$ cat src/rtl/temp_derate_pkg.sv
package temp_derate_pkg;
  localparam int LVL_W = 3;
  typedef logic [LVL_W-1:0] lvl_t;

  localparam lvl_t LVL_NOM  = 3'd3;
  localparam lvl_t LVL_RSVD = 3'd4;
  localparam lvl_t LVL_DREF = 3'd5;
  localparam lvl_t LVL_DALL = 3'd6;
  localparam lvl_t LVL_SHUT = 3'd7;

  typedef enum logic [1:0] {RD_IDLE, RD_CS0, RD_CS1} rd_state_e;

  function automatic logic lvl_ok(lvl_t raw);
    return raw != LVL_RSVD;
  endfunction

  function automatic lvl_t lvl_map(lvl_t raw, logic ext);
    lvl_t l;
    l = (raw < LVL_NOM) ? LVL_NOM : raw;
    if (!ext && l >= LVL_DREF) l = LVL_SHUT;
    return l;
  endfunction
endpackage

$ cat src/rtl/tds_poll_timer.sv
module tds_poll_timer #(
  parameter int CNT_W = 16
) (
  input  logic             clk_i,
  input  logic             rst_ni,
  input  logic             refresh_tick_i,
  input  logic [CNT_W-1:0] poll_cnt_i,
  output logic             poll_o
);
  logic [CNT_W-1:0] cnt_q;
  logic [CNT_W-1:0] last_c;

  assign last_c = poll_cnt_i - 1'b1;

  always_ff @(posedge clk_i or negedge rst_ni) begin
    if (!rst_ni) begin
      cnt_q  <= '0;
      poll_o <= 1'b0;
    end else begin
      poll_o <= 1'b0;
      if (refresh_tick_i && poll_cnt_i != '0) begin
        if (cnt_q >= last_c) begin
          cnt_q  <= '0;
          poll_o <= 1'b1;
        end else begin
          cnt_q <= cnt_q + 1'b1;
        end
      end
    end
  end


  poll_src_chk: assert property (@(posedge clk_i) disable iff (!rst_ni)
    poll_o |-> ($past(refresh_tick_i) && $past(poll_cnt_i) != '0));
endmodule

$ cat src/rtl/tds_mr_reader.sv
module tds_mr_reader
  import temp_derate_pkg::*;
(
  input  logic clk_i,
  input  logic rst_ni,
  input  logic poll_i,
  input  logic cs1_used_i,
  input  logic ack_i,
  input  lvl_t data_i,
  output logic req_o,
  output logic cs_o,
  output logic done_o,
  output lvl_t raw_o
);
  rd_state_e state_q;
  lvl_t      cap_q;

  assign req_o = state_q != RD_IDLE;
  assign cs_o  = state_q == RD_CS1;

  always_ff @(posedge clk_i or negedge rst_ni) begin
    if (!rst_ni) begin
      state_q <= RD_IDLE;
      cap_q   <= '0;
      raw_o   <= '0;
      done_o  <= 1'b0;
    end else begin
      done_o <= 1'b0;
      unique case (state_q)
        RD_IDLE: if (poll_i) state_q <= RD_CS0;  // polls while busy are dropped
        RD_CS0: if (ack_i) begin
          if (cs1_used_i) begin
            cap_q   <= data_i;
            state_q <= RD_CS1;
          end else begin
            raw_o   <= data_i;
            done_o  <= 1'b1;
            state_q <= RD_IDLE;
          end
        end
        RD_CS1: if (ack_i) begin
          raw_o   <= (data_i > cap_q) ? data_i : cap_q;
          done_o  <= 1'b1;
          state_q <= RD_IDLE;
        end
        default: state_q <= RD_IDLE;
      endcase
    end
  end


  req_hold_chk: assert property (@(posedge clk_i) disable iff (!rst_ni)
    (req_o && !ack_i) |=> req_o);

  cs_order_chk: assert property (@(posedge clk_i) disable iff (!rst_ni)
    $rose(cs_o) |-> ($past(ack_i) && $past(req_o)));
endmodule

$ cat src/rtl/tds_level_tracker.sv
module tds_level_tracker
  import temp_derate_pkg::*;
(
  input  logic clk_i,
  input  logic rst_ni,
  input  logic done_i,
  input  lvl_t raw_i,
  input  logic ext_temp_i,
  input  logic fall_apply_i,
  output lvl_t lvl_o,
  output logic alert_o
);
  lvl_t tgt_q;
  lvl_t lvl_q;
  lvl_t new_c;
  logic ok_c;

  assign new_c = lvl_map(raw_i, ext_temp_i);
  assign ok_c  = lvl_ok(raw_i);
  assign lvl_o = lvl_q;

  always_ff @(posedge clk_i or negedge rst_ni) begin
    if (!rst_ni) begin
      tgt_q   <= LVL_NOM;
      lvl_q   <= LVL_NOM;
      alert_o <= 1'b0;
    end else begin
      alert_o <= 1'b0;
      if (done_i && ok_c) begin
        alert_o <= new_c != tgt_q;
        tgt_q   <= new_c;
        if (new_c > lvl_q) lvl_q <= new_c;     // rise: immediate
      end else if (fall_apply_i && tgt_q < lvl_q) begin
        lvl_q <= tgt_q;                          // fall: deferred
      end
    end
  end


  lvl_range_chk: assert property (@(posedge clk_i) disable iff (!rst_ni)
    lvl_q >= LVL_NOM && lvl_q != LVL_RSVD);

  no_early_fall_chk: assert property (@(posedge clk_i) disable iff (!rst_ni)
    (lvl_q < $past(lvl_q)) |-> $past(fall_apply_i));

  alert_pulse_chk: assert property (@(posedge clk_i) disable iff (!rst_ni)
    alert_o |=> !alert_o);
endmodule

$ cat src/rtl/tds_set_selector.sv
module tds_set_selector
  import temp_derate_pkg::*;
#(
  parameter int TW = 32
) (
  input  logic          clk_i,
  input  logic          rst_ni,
  input  lvl_t          lvl_i,
  input  logic          cmd_idle_i,
  input  logic [TW-1:0] nom_tim1_i,
  input  logic [TW-1:0] nom_tim3_i,
  input  logic [TW-1:0] nom_ref_i,
  input  logic [TW-1:0] der_tim1_i,
  input  logic [TW-1:0] der_tim3_i,
  input  logic [TW-1:0] der_ref_i,
  output logic [TW-1:0] tim1_o,
  output logic [TW-1:0] tim3_o,
  output logic [TW-1:0] ref_o
);
  logic der_ref_c, der_ac_c;

  assign der_ac_c  = lvl_i >= LVL_DALL;
  assign der_ref_c = der_ac_c || lvl_i == LVL_DREF;

  always_ff @(posedge clk_i or negedge rst_ni) begin
    if (!rst_ni) begin
      tim1_o <= '0;
      tim3_o <= '0;
      ref_o  <= '0;
    end else if (cmd_idle_i) begin
      tim1_o <= der_ac_c  ? der_tim1_i : nom_tim1_i;
      tim3_o <= der_ac_c  ? der_tim3_i : nom_tim3_i;
      ref_o  <= der_ref_c ? der_ref_i  : nom_ref_i;
    end
  end


  busy_hold_chk: assert property (@(posedge clk_i) disable iff (!rst_ni)
    !$past(cmd_idle_i) |-> ($stable(tim1_o) && $stable(tim3_o) && $stable(ref_o)));
endmodule

$ cat src/rtl/temp_derate_sel.sv
module temp_derate_sel
  import temp_derate_pkg::*;
#(
  parameter int CNT_W = 16,
  parameter int TW    = 32
) (
  input  logic             clk_i,
  input  logic             rst_ni,
  input  logic             refresh_tick_i,
  input  logic [CNT_W-1:0] poll_cnt_i,
  input  logic             cs1_used_i,
  input  logic             ext_temp_i,
  output logic             mr_req_o,
  output logic             mr_cs_o,
  input  logic             mr_ack_i,
  input  logic [2:0]       mr_data_i,
  input  logic             fall_apply_i,
  input  logic             cmd_idle_i,
  input  logic [TW-1:0]    nom_tim1_i,
  input  logic [TW-1:0]    nom_tim3_i,
  input  logic [TW-1:0]    nom_ref_i,
  input  logic [TW-1:0]    der_tim1_i,
  input  logic [TW-1:0]    der_tim3_i,
  input  logic [TW-1:0]    der_ref_i,
  output logic [TW-1:0]    tim1_o,
  output logic [TW-1:0]    tim3_o,
  output logic [TW-1:0]    ref_o,
  output logic [2:0]       level_o,
  output logic             alert_o,
  output logic             shutdown_o
);
  logic poll_w, done_w;
  lvl_t raw_w, lvl_w;

  tds_poll_timer #(.CNT_W(CNT_W)) u_timer (
    .clk_i, .rst_ni, .refresh_tick_i, .poll_cnt_i, .poll_o(poll_w)
  );

  tds_mr_reader u_reader (
    .clk_i, .rst_ni, .poll_i(poll_w), .cs1_used_i, .ack_i(mr_ack_i),
    .data_i(mr_data_i), .req_o(mr_req_o), .cs_o(mr_cs_o),
    .done_o(done_w), .raw_o(raw_w)
  );

  tds_level_tracker u_level (
    .clk_i, .rst_ni, .done_i(done_w), .raw_i(raw_w), .ext_temp_i,
    .fall_apply_i, .lvl_o(lvl_w), .alert_o
  );

  tds_set_selector #(.TW(TW)) u_sel (
    .clk_i, .rst_ni, .lvl_i(lvl_w), .cmd_idle_i,
    .nom_tim1_i, .nom_tim3_i, .nom_ref_i,
    .der_tim1_i, .der_tim3_i, .der_ref_i,
    .tim1_o, .tim3_o, .ref_o
  );

  assign level_o    = lvl_w;
  assign shutdown_o = lvl_w == LVL_SHUT;


  shut_level_chk: assert property (@(posedge clk_i) disable iff (!rst_ni)
    $rose(shutdown_o) |-> $past(done_w));
endmodule

$ cat config.mk
export PLATFORM = sky130hd
export DESIGN_NAME = temp_derate_sel
export DESIGN_NICKNAME = d
export VERILOG_FILES = /design/src/rtl/temp_derate_pkg.sv /design/src/rtl/tds_poll_timer.sv /design/src/rtl/tds_mr_reader.sv /design/src/rtl/tds_level_tracker.sv /design/src/rtl/tds_set_selector.sv /design/src/rtl/temp_derate_sel.sv
export SDC_FILE = /design/constraint.sdc
export NUM_CORES = 1
export LEC_CHECK = 0
export ABC_AREA = 1
export BUFFER_PORTS_ARGS = -buffer_cell sky130_fd_sc_hd__buf_2
export CAP_MARGIN = 5
export CORE_AREA = 2 2 125 127
export DETAILED_ROUTE_END_ITERATION = 8
export DIE_AREA = 0 0 127 129
export GPL_TIMING_DRIVEN = 0
export PLACE_DENSITY = 0.8
export RECOVER_POWER = 25
export SETUP_SLACK_MARGIN = 0.02
export SKIP_LAST_GASP = 1
export SLEW_MARGIN = 10
export SYNTH_ARGS = -nofsm -noshare
export SYNTH_HDL_FRONTEND = slang
export SYNTH_SLANG_ARGS = --single-unit
$ cat constraint.sdc
create_clock -name clk_i -period 2.09 [get_ports clk_i]
set_clock_uncertainty 0.05 [all_clocks]
set_input_delay 0.1045 -clock clk_i [delete_from_list [all_inputs] [get_ports clk_i]]
set_output_delay 0.1045 -clock clk_i [all_outputs]
set_load 0.02 [all_outputs]
# Yosys cells after proc, flatten, opt, wreduce, memory -nomap -nowiden
# Cells that the tools add are included.
# Widths: inputs -> output; s select.
# op_classes
add_sub_neg	2
order_cmp	7
eq_ne	11
n_mux	26
n_reduce_logical	15
# op_table
op	count
$mux 32	3
$mux 3	9
$add 16x1->16 const B	1
$ge 16x16->1	1
$mux 16	1
$reduce_bool 16->1	1
$sub 16x1->16 const B	1
$mux 2	4
$ne 2x2->1 const B	4
$eq 3x3->1 const B	2
$ge 3x3->1 const B	2
$gt 3x3->1	2
$mux 1	6
$pmux 2 s3	1
$pmux 3 s2	1
$reduce_and 3->1	2
$reduce_bool 2->1	3
$logic_and 1x1->1	4
$reduce_and 4->1	1
$lt 3x2->1 const B	1
$lt 3x3->1	1
$ne 3x3->1	1
$ne 3x3->1 const B	1
$eq 2x1->1 const B	1
other kinds (7)	7
# word_totals
register_bits	129

# Logic depth before layout (Yosys ltp)
# depth
depth_word	8
mapped_depth	16
ltp_nobuf	15

# By module
# From an unflattened synthesis, not the netlist that was laid out.
# hier_totals
hier_cells	1177
hier_area_um2	8054.0
# modules_own_cells
mod	n_inst	cells_per_inst	area_each_um2	seq_area_each_um2
tds_set_selector	1	752	5074.9	2402.3
tds_poll_timer	1	279	1848.0	425.4
tds_mr_reader	1	69	564.3	225.2
tds_level_tracker	1	74	553.0	180.2
temp_derate_sel	1	3	13.8	0.0

# Least setup slack after synthesis
# Ideal clock, no wire load.
# synth_timing
path_kind	input to register
startpoint	input port poll_cnt_i[0]
endpoint	register u_timer.cnt_q[10]
setup_ps	116
arrival_time_ps	1981
t_required_ps	1924
path_slack_ps	-57
stages	14
path_buffers	1
path_cell_list	inv_1 ha_1 nand4_1 nor2_1 nand3_1 xnor2_1 inv_1 ha_1 nand4_1 a21oi_1 nor2_1 a21oi_2 buf_4 nor2_1
# synth_via
elab_chain_len	3
elab_cells_between_ends	5
classes_between	1 x add/sub; 1 x order compare; 1 x mux; 2 x reduce/logical
# synth_lines
item	line_no	source
start: declaration	temp_derate_sel.sv:10	input logic [CNT_W-1:0] poll_cnt_i,
$sub 16x1->16	tds_poll_timer.sv:13	assign last_c = poll_cnt_i - 1'b1;
$ge 16x16->1	tds_poll_timer.sv:22	if (cnt_q >= last_c) begin
$mux 16	tds_poll_timer.sv:22	
end signal: assignment	tds_poll_timer.sv:26	cnt_q <= cnt_q + 1'b1;
end: declaration	tds_poll_timer.sv:10	logic [CNT_W-1:0] cnt_q;
# Several ways; a longest one is shown, not always the timed one.
# A chain may end at the register's enable or synchronous reset.

# Worst setup path after layout
# layout_timing
startpoint	register u_level.lvl_q[0] (netlist: u_level.lvl_o[0])
endpoint	register u_sel.ref_o[3]
# layout_via
elab_chain_len	3
elab_cells_between_ends	4
classes_between	1 x order compare; 1 x eq/ne; 1 x mux; 1 x reduce/logical
# layout_lines
item	line_no	source
start: declaration	tds_level_tracker.sv:14	lvl_t lvl_q;
start signal: assignment	tds_level_tracker.sv:32	if (new_c > lvl_q) lvl_q <= new_c;
start signal: assignment	tds_level_tracker.sv:34	lvl_q <= tgt_q;
$ge 3x3->1 / $eq 3x3->1 (equally long branches)	tds_set_selector.sv:22, tds_set_selector.sv:23	
$logic_or 1x1->1 *	tds_set_selector.sv:23	assign der_ref_c = der_ac_c || lvl_i == LVL_DREF;
$mux 32 *	tds_set_selector.sv:33	ref_o <= der_ref_c ? der_ref_i : nom_ref_i;
end signal: assignment	tds_set_selector.sv:33	
end: declaration	tds_set_selector.sv:18	output logic [TW-1:0] ref_o
# Mark *: on every way between the ends. The rest lies on a longest branch, timed or not.

==> flow_summary.yaml <==
run_status:
  status: "finished, violations left"
  violations: "design-rule violations, max-capacitance violations, max-slew violations"
clock_tree:
  cts_sinks: 129
  clkTransAtPathRegs_ns: 0.06
  clock_latency_ns: 0.42
  cts_made_buffers: 17
  cts_root_buf: "clkbuf_16"
  cts-htree-levels: 4
  cts_tree: "done"
  clk_path_buf_depth: 2
worst_setup_path:
  cpPeakStageDelay_ns: 0.59
  critPathArrivalTime_ns: 2.24
  slowest_stage: "dlygate4sd3_1"
  cp.depth: 6
  cpMostUsedCell: "inv_1"
  critPathMaxFanout: 5
  cp-start-kind: "flop"
  r2r_cells: 6
  cp.required_ns: 2.34
  crit_chain: "inv_1 > a21oi_4 > inv_1 > nand2_1 > a31oi_2 > dlygate4sd3_1"
  critPathKind: "reg2reg"
  path_buf_inv: 3
  crit_family: "buffers and inverters"
  end_kind: "flop"
synth:
  syn_area_um2: 7040
  synth_edf_count: 0
  ys_async_sr_fraction_pct: 100
  synth_sequential_area_ratio_pct: 45.9
  synthCells: 908
  synth_cell_type_count: 33
  ys_seq_elements: 129
  syn_area_per_cell_um2: 7.75
  synthFlopType: "dfrtp_1"
  syn_nets: 1156
  ys_warn_count: 0
drt:
  drc_errors: 4
  drt_iter0_markers: 1535
  vias: 9744
  routed_wl_um: 35800
  avgViaCountPerCell: 5.88
  antenna_left: 0
  drt-pass1-iter-count: 9
  routedWlPerCell_um: 21.6
grt:
  grt_pass1_vias: 9665
  grt_util_all_layers_pct: 43.6
  grt-ovfl-total: 0
  grt_pass1_wl_um: 53800
  antenna_found_initial: 6
  grt_max_degree: 68
sta:
  period_needed_ns: 2.00
  fmax_mhz: 501
  slew_headroom_pct: -4.25
  tightestPinTransition_ns: 1.56
  hold_violations: 0
  holdWs_ns: 0.0164
  slew_violations: 67
  post-route-period-util_pct: 95.5
  setup_ws_ns: 0.0946
  finalSetupViolCount: 0
layout:
  layout_commonest_cell: "buf_2"
  nFillCells: 849
  area_delta_synth_final_pct: 66.8
  layout.nets: 1703
  final_cell_mix: "buf_2, nand2_1, dlygate4sd3_1, nor2_1, dfrtp_1"
  register_area_um2: 3230
  drive_above_1_share_pct: 28.4
  multiInputGateArea_um2: 3520
pwr:
  p_leak_nw: 5.67
  vdd_drop_max_mv: 0.639
  p_total_mw: 11.6
  p_per_area_nw_per_um2: 987
floorplan:
  die-width_um: 127
  dieArea_um2: 16400
  initial_core_util_pct: 47.0
  num_rows: 45
  ioPinCount: 322
  coreArea_um2: 15000
  die_h_um: 129
min_path:
  hold_class: "in2reg"
  min_path_cells: 4
placed_design:
  dp_hpwl_um: 18400
  place.gp.congestion: 0.923
  dpl_worst_slack_ns: -0.565
  io_buffer_count: 320
job:
  cap_violations: 1
sequential cells by signal, summed over array words and instances, names as in the netlist:
name,count
u_reader.state_q,2
u_sel.tim3_o,32
u_sel.ref_o,32
u_level.lvl_o,3
u_reader.done_o,1
u_timer.poll_o,1
u_level.alert_o,1
u_level.tgt_q,3
u_reader.raw_o,3
u_timer.cnt_q,16
u_sel.tim1_o,32
u_reader.cap_q,3
power by group:
| group | switching, mW | internal, mW | leakage, nW | total, mW |
|---|---|---|---|---|
| Clock | 1.19 | 2.03 | 0.306 | 3.22 |
| Sequential | 0.560 | 3.14 | 1.50 | 3.70 |
| Combinational | 3.03 | 1.64 | 3.87 | 4.67 |
| Total | 4.78 | 6.81 | 5.67 | 11.6 |
kinds of logic (layout without fill, tap and decap cells):
logic type | after synthesis | in the layout | synth area share, %
buffers and inverters | 107 | 666 | 6.26
XOR/XNOR | 17 | 17 | 2.12
adder cells (fa/ha/maj) | 29 | 29 | 5.16
AND/OR/NAND/NOR | 483 | 483 | 28.3
AO/OA/AOI/OAI | 143 | 143 | 12.2
other | 0 | 1 | 0
flip-flops | 129 | 129 | 45.9
worst reg2reg max path, stage by stage, from the launching register on:
cell and delay, ns:
dfstp_2 0.54, inv_1 0.10, a21oi_4 0.22, inv_1 0.14, nand2_1 0.13, a31oi_2 0.10
dlygate4sd3_1 0.59
timing repair:
| item | 4_1_cts | 5_1_grt |
|---|---|---|
| hold endpoints to repair | 166 | 0 |
| setup endpoints to repair | 12 | 20 |
| gates cloned | 0 | 1 |
| hold buffers | 198 | 0 |
| pin swaps | 2 | 15 |
| buffers inserted | 0 | 8 |
| resized for setup | 6 | 39 |
layout make-up:
| cell class | count | share of cell area, % |
|---|---|---|
| flip-flops and latches | 129 | 27.5 |
| clock inverters | 13 | 1.59 |
| multi-input cells | 672 | 30.0 |
| well taps | 188 | 2.00 |
| plain buffers | 45 | 1.80 |
| clock buffers | 18 | 3.74 |
| diodes | 1 | 0.0213 |
| inverters | 62 | 2.05 |
| repair buffers | 528 | 31.3 |
metrics by stage:
stage          util (%)  instances  area (µm²)   TNS, ns
6_report           78.4       1656       11700         0
5_1_grt            78.4       1655       11700  -0.00152
4_1_cts            77.2       1646       11600         0
3_5_place_dp       59.6       1417        8930     -8.18
3_3_place_gp       59.4       1416        8890   -120.32
2_1_floorplan         -        908        7060         0
routing by layer:
metal | GRT usage (%) | up-vias | wire length, µm
li1 | - | 4073 | -
met1 | 45.4 | 4408 | 11600
met2 | 66.9 | 891 | 15700
met3 | 24.7 | 366 | 4980
met4 | 30.0 | 6 | 3350
met5 | 2.94 | - | 102
cell usage after synthesis (5+ instances only):
cell      count  area [µm²]
xor2_1        7        61.3
nand3_2      10         100
clkbuf_1     25        93.8
buf_2        10        50.1
nand2_1     294        1100
a21oi_1      15        75.1
ha_1         29         363
a31oi_1      96         601
buf_1         6        22.5
dfrtp_1     125        3130
nor2_2        5        31.3
xnor2_1      10        87.6
nand4_1       9        56.3
nor2_1      138         518
o21ai_0      23         115
nand2_2       6        37.5
nand3_1      10        50.1
inv_1        58         218
worst paths after layout:
check                                              startpoint                               to  slack (ns)
worst max-delay path             u_level.lvl_o[0]$_DFFE_PN1P_       u_sel.ref_o[3]$_DFFE_PN0P_        0.09
worst min-delay path                                 mr_ack_i  u_reader.state_q[0]$_DFFE_PN0P_        0.02
worst max register to register   u_level.lvl_o[0]$_DFFE_PN1P_       u_sel.ref_o[3]$_DFFE_PN0P_        0.09
worst min register to register  u_reader.cap_q[1]$_DFFE_PN0P_    u_reader.cap_q[1]$_DFFE_PN0P_        0.46
max in group asynchronous                              rst_ni     u_level.lvl_o[1]$_DFFE_PN1P_        0.39
min in group asynchronous                              rst_ni     u_sel.tim3_o[25]$_DFFE_PN0P_        0.57
Power figures use the tool's default switching activity.
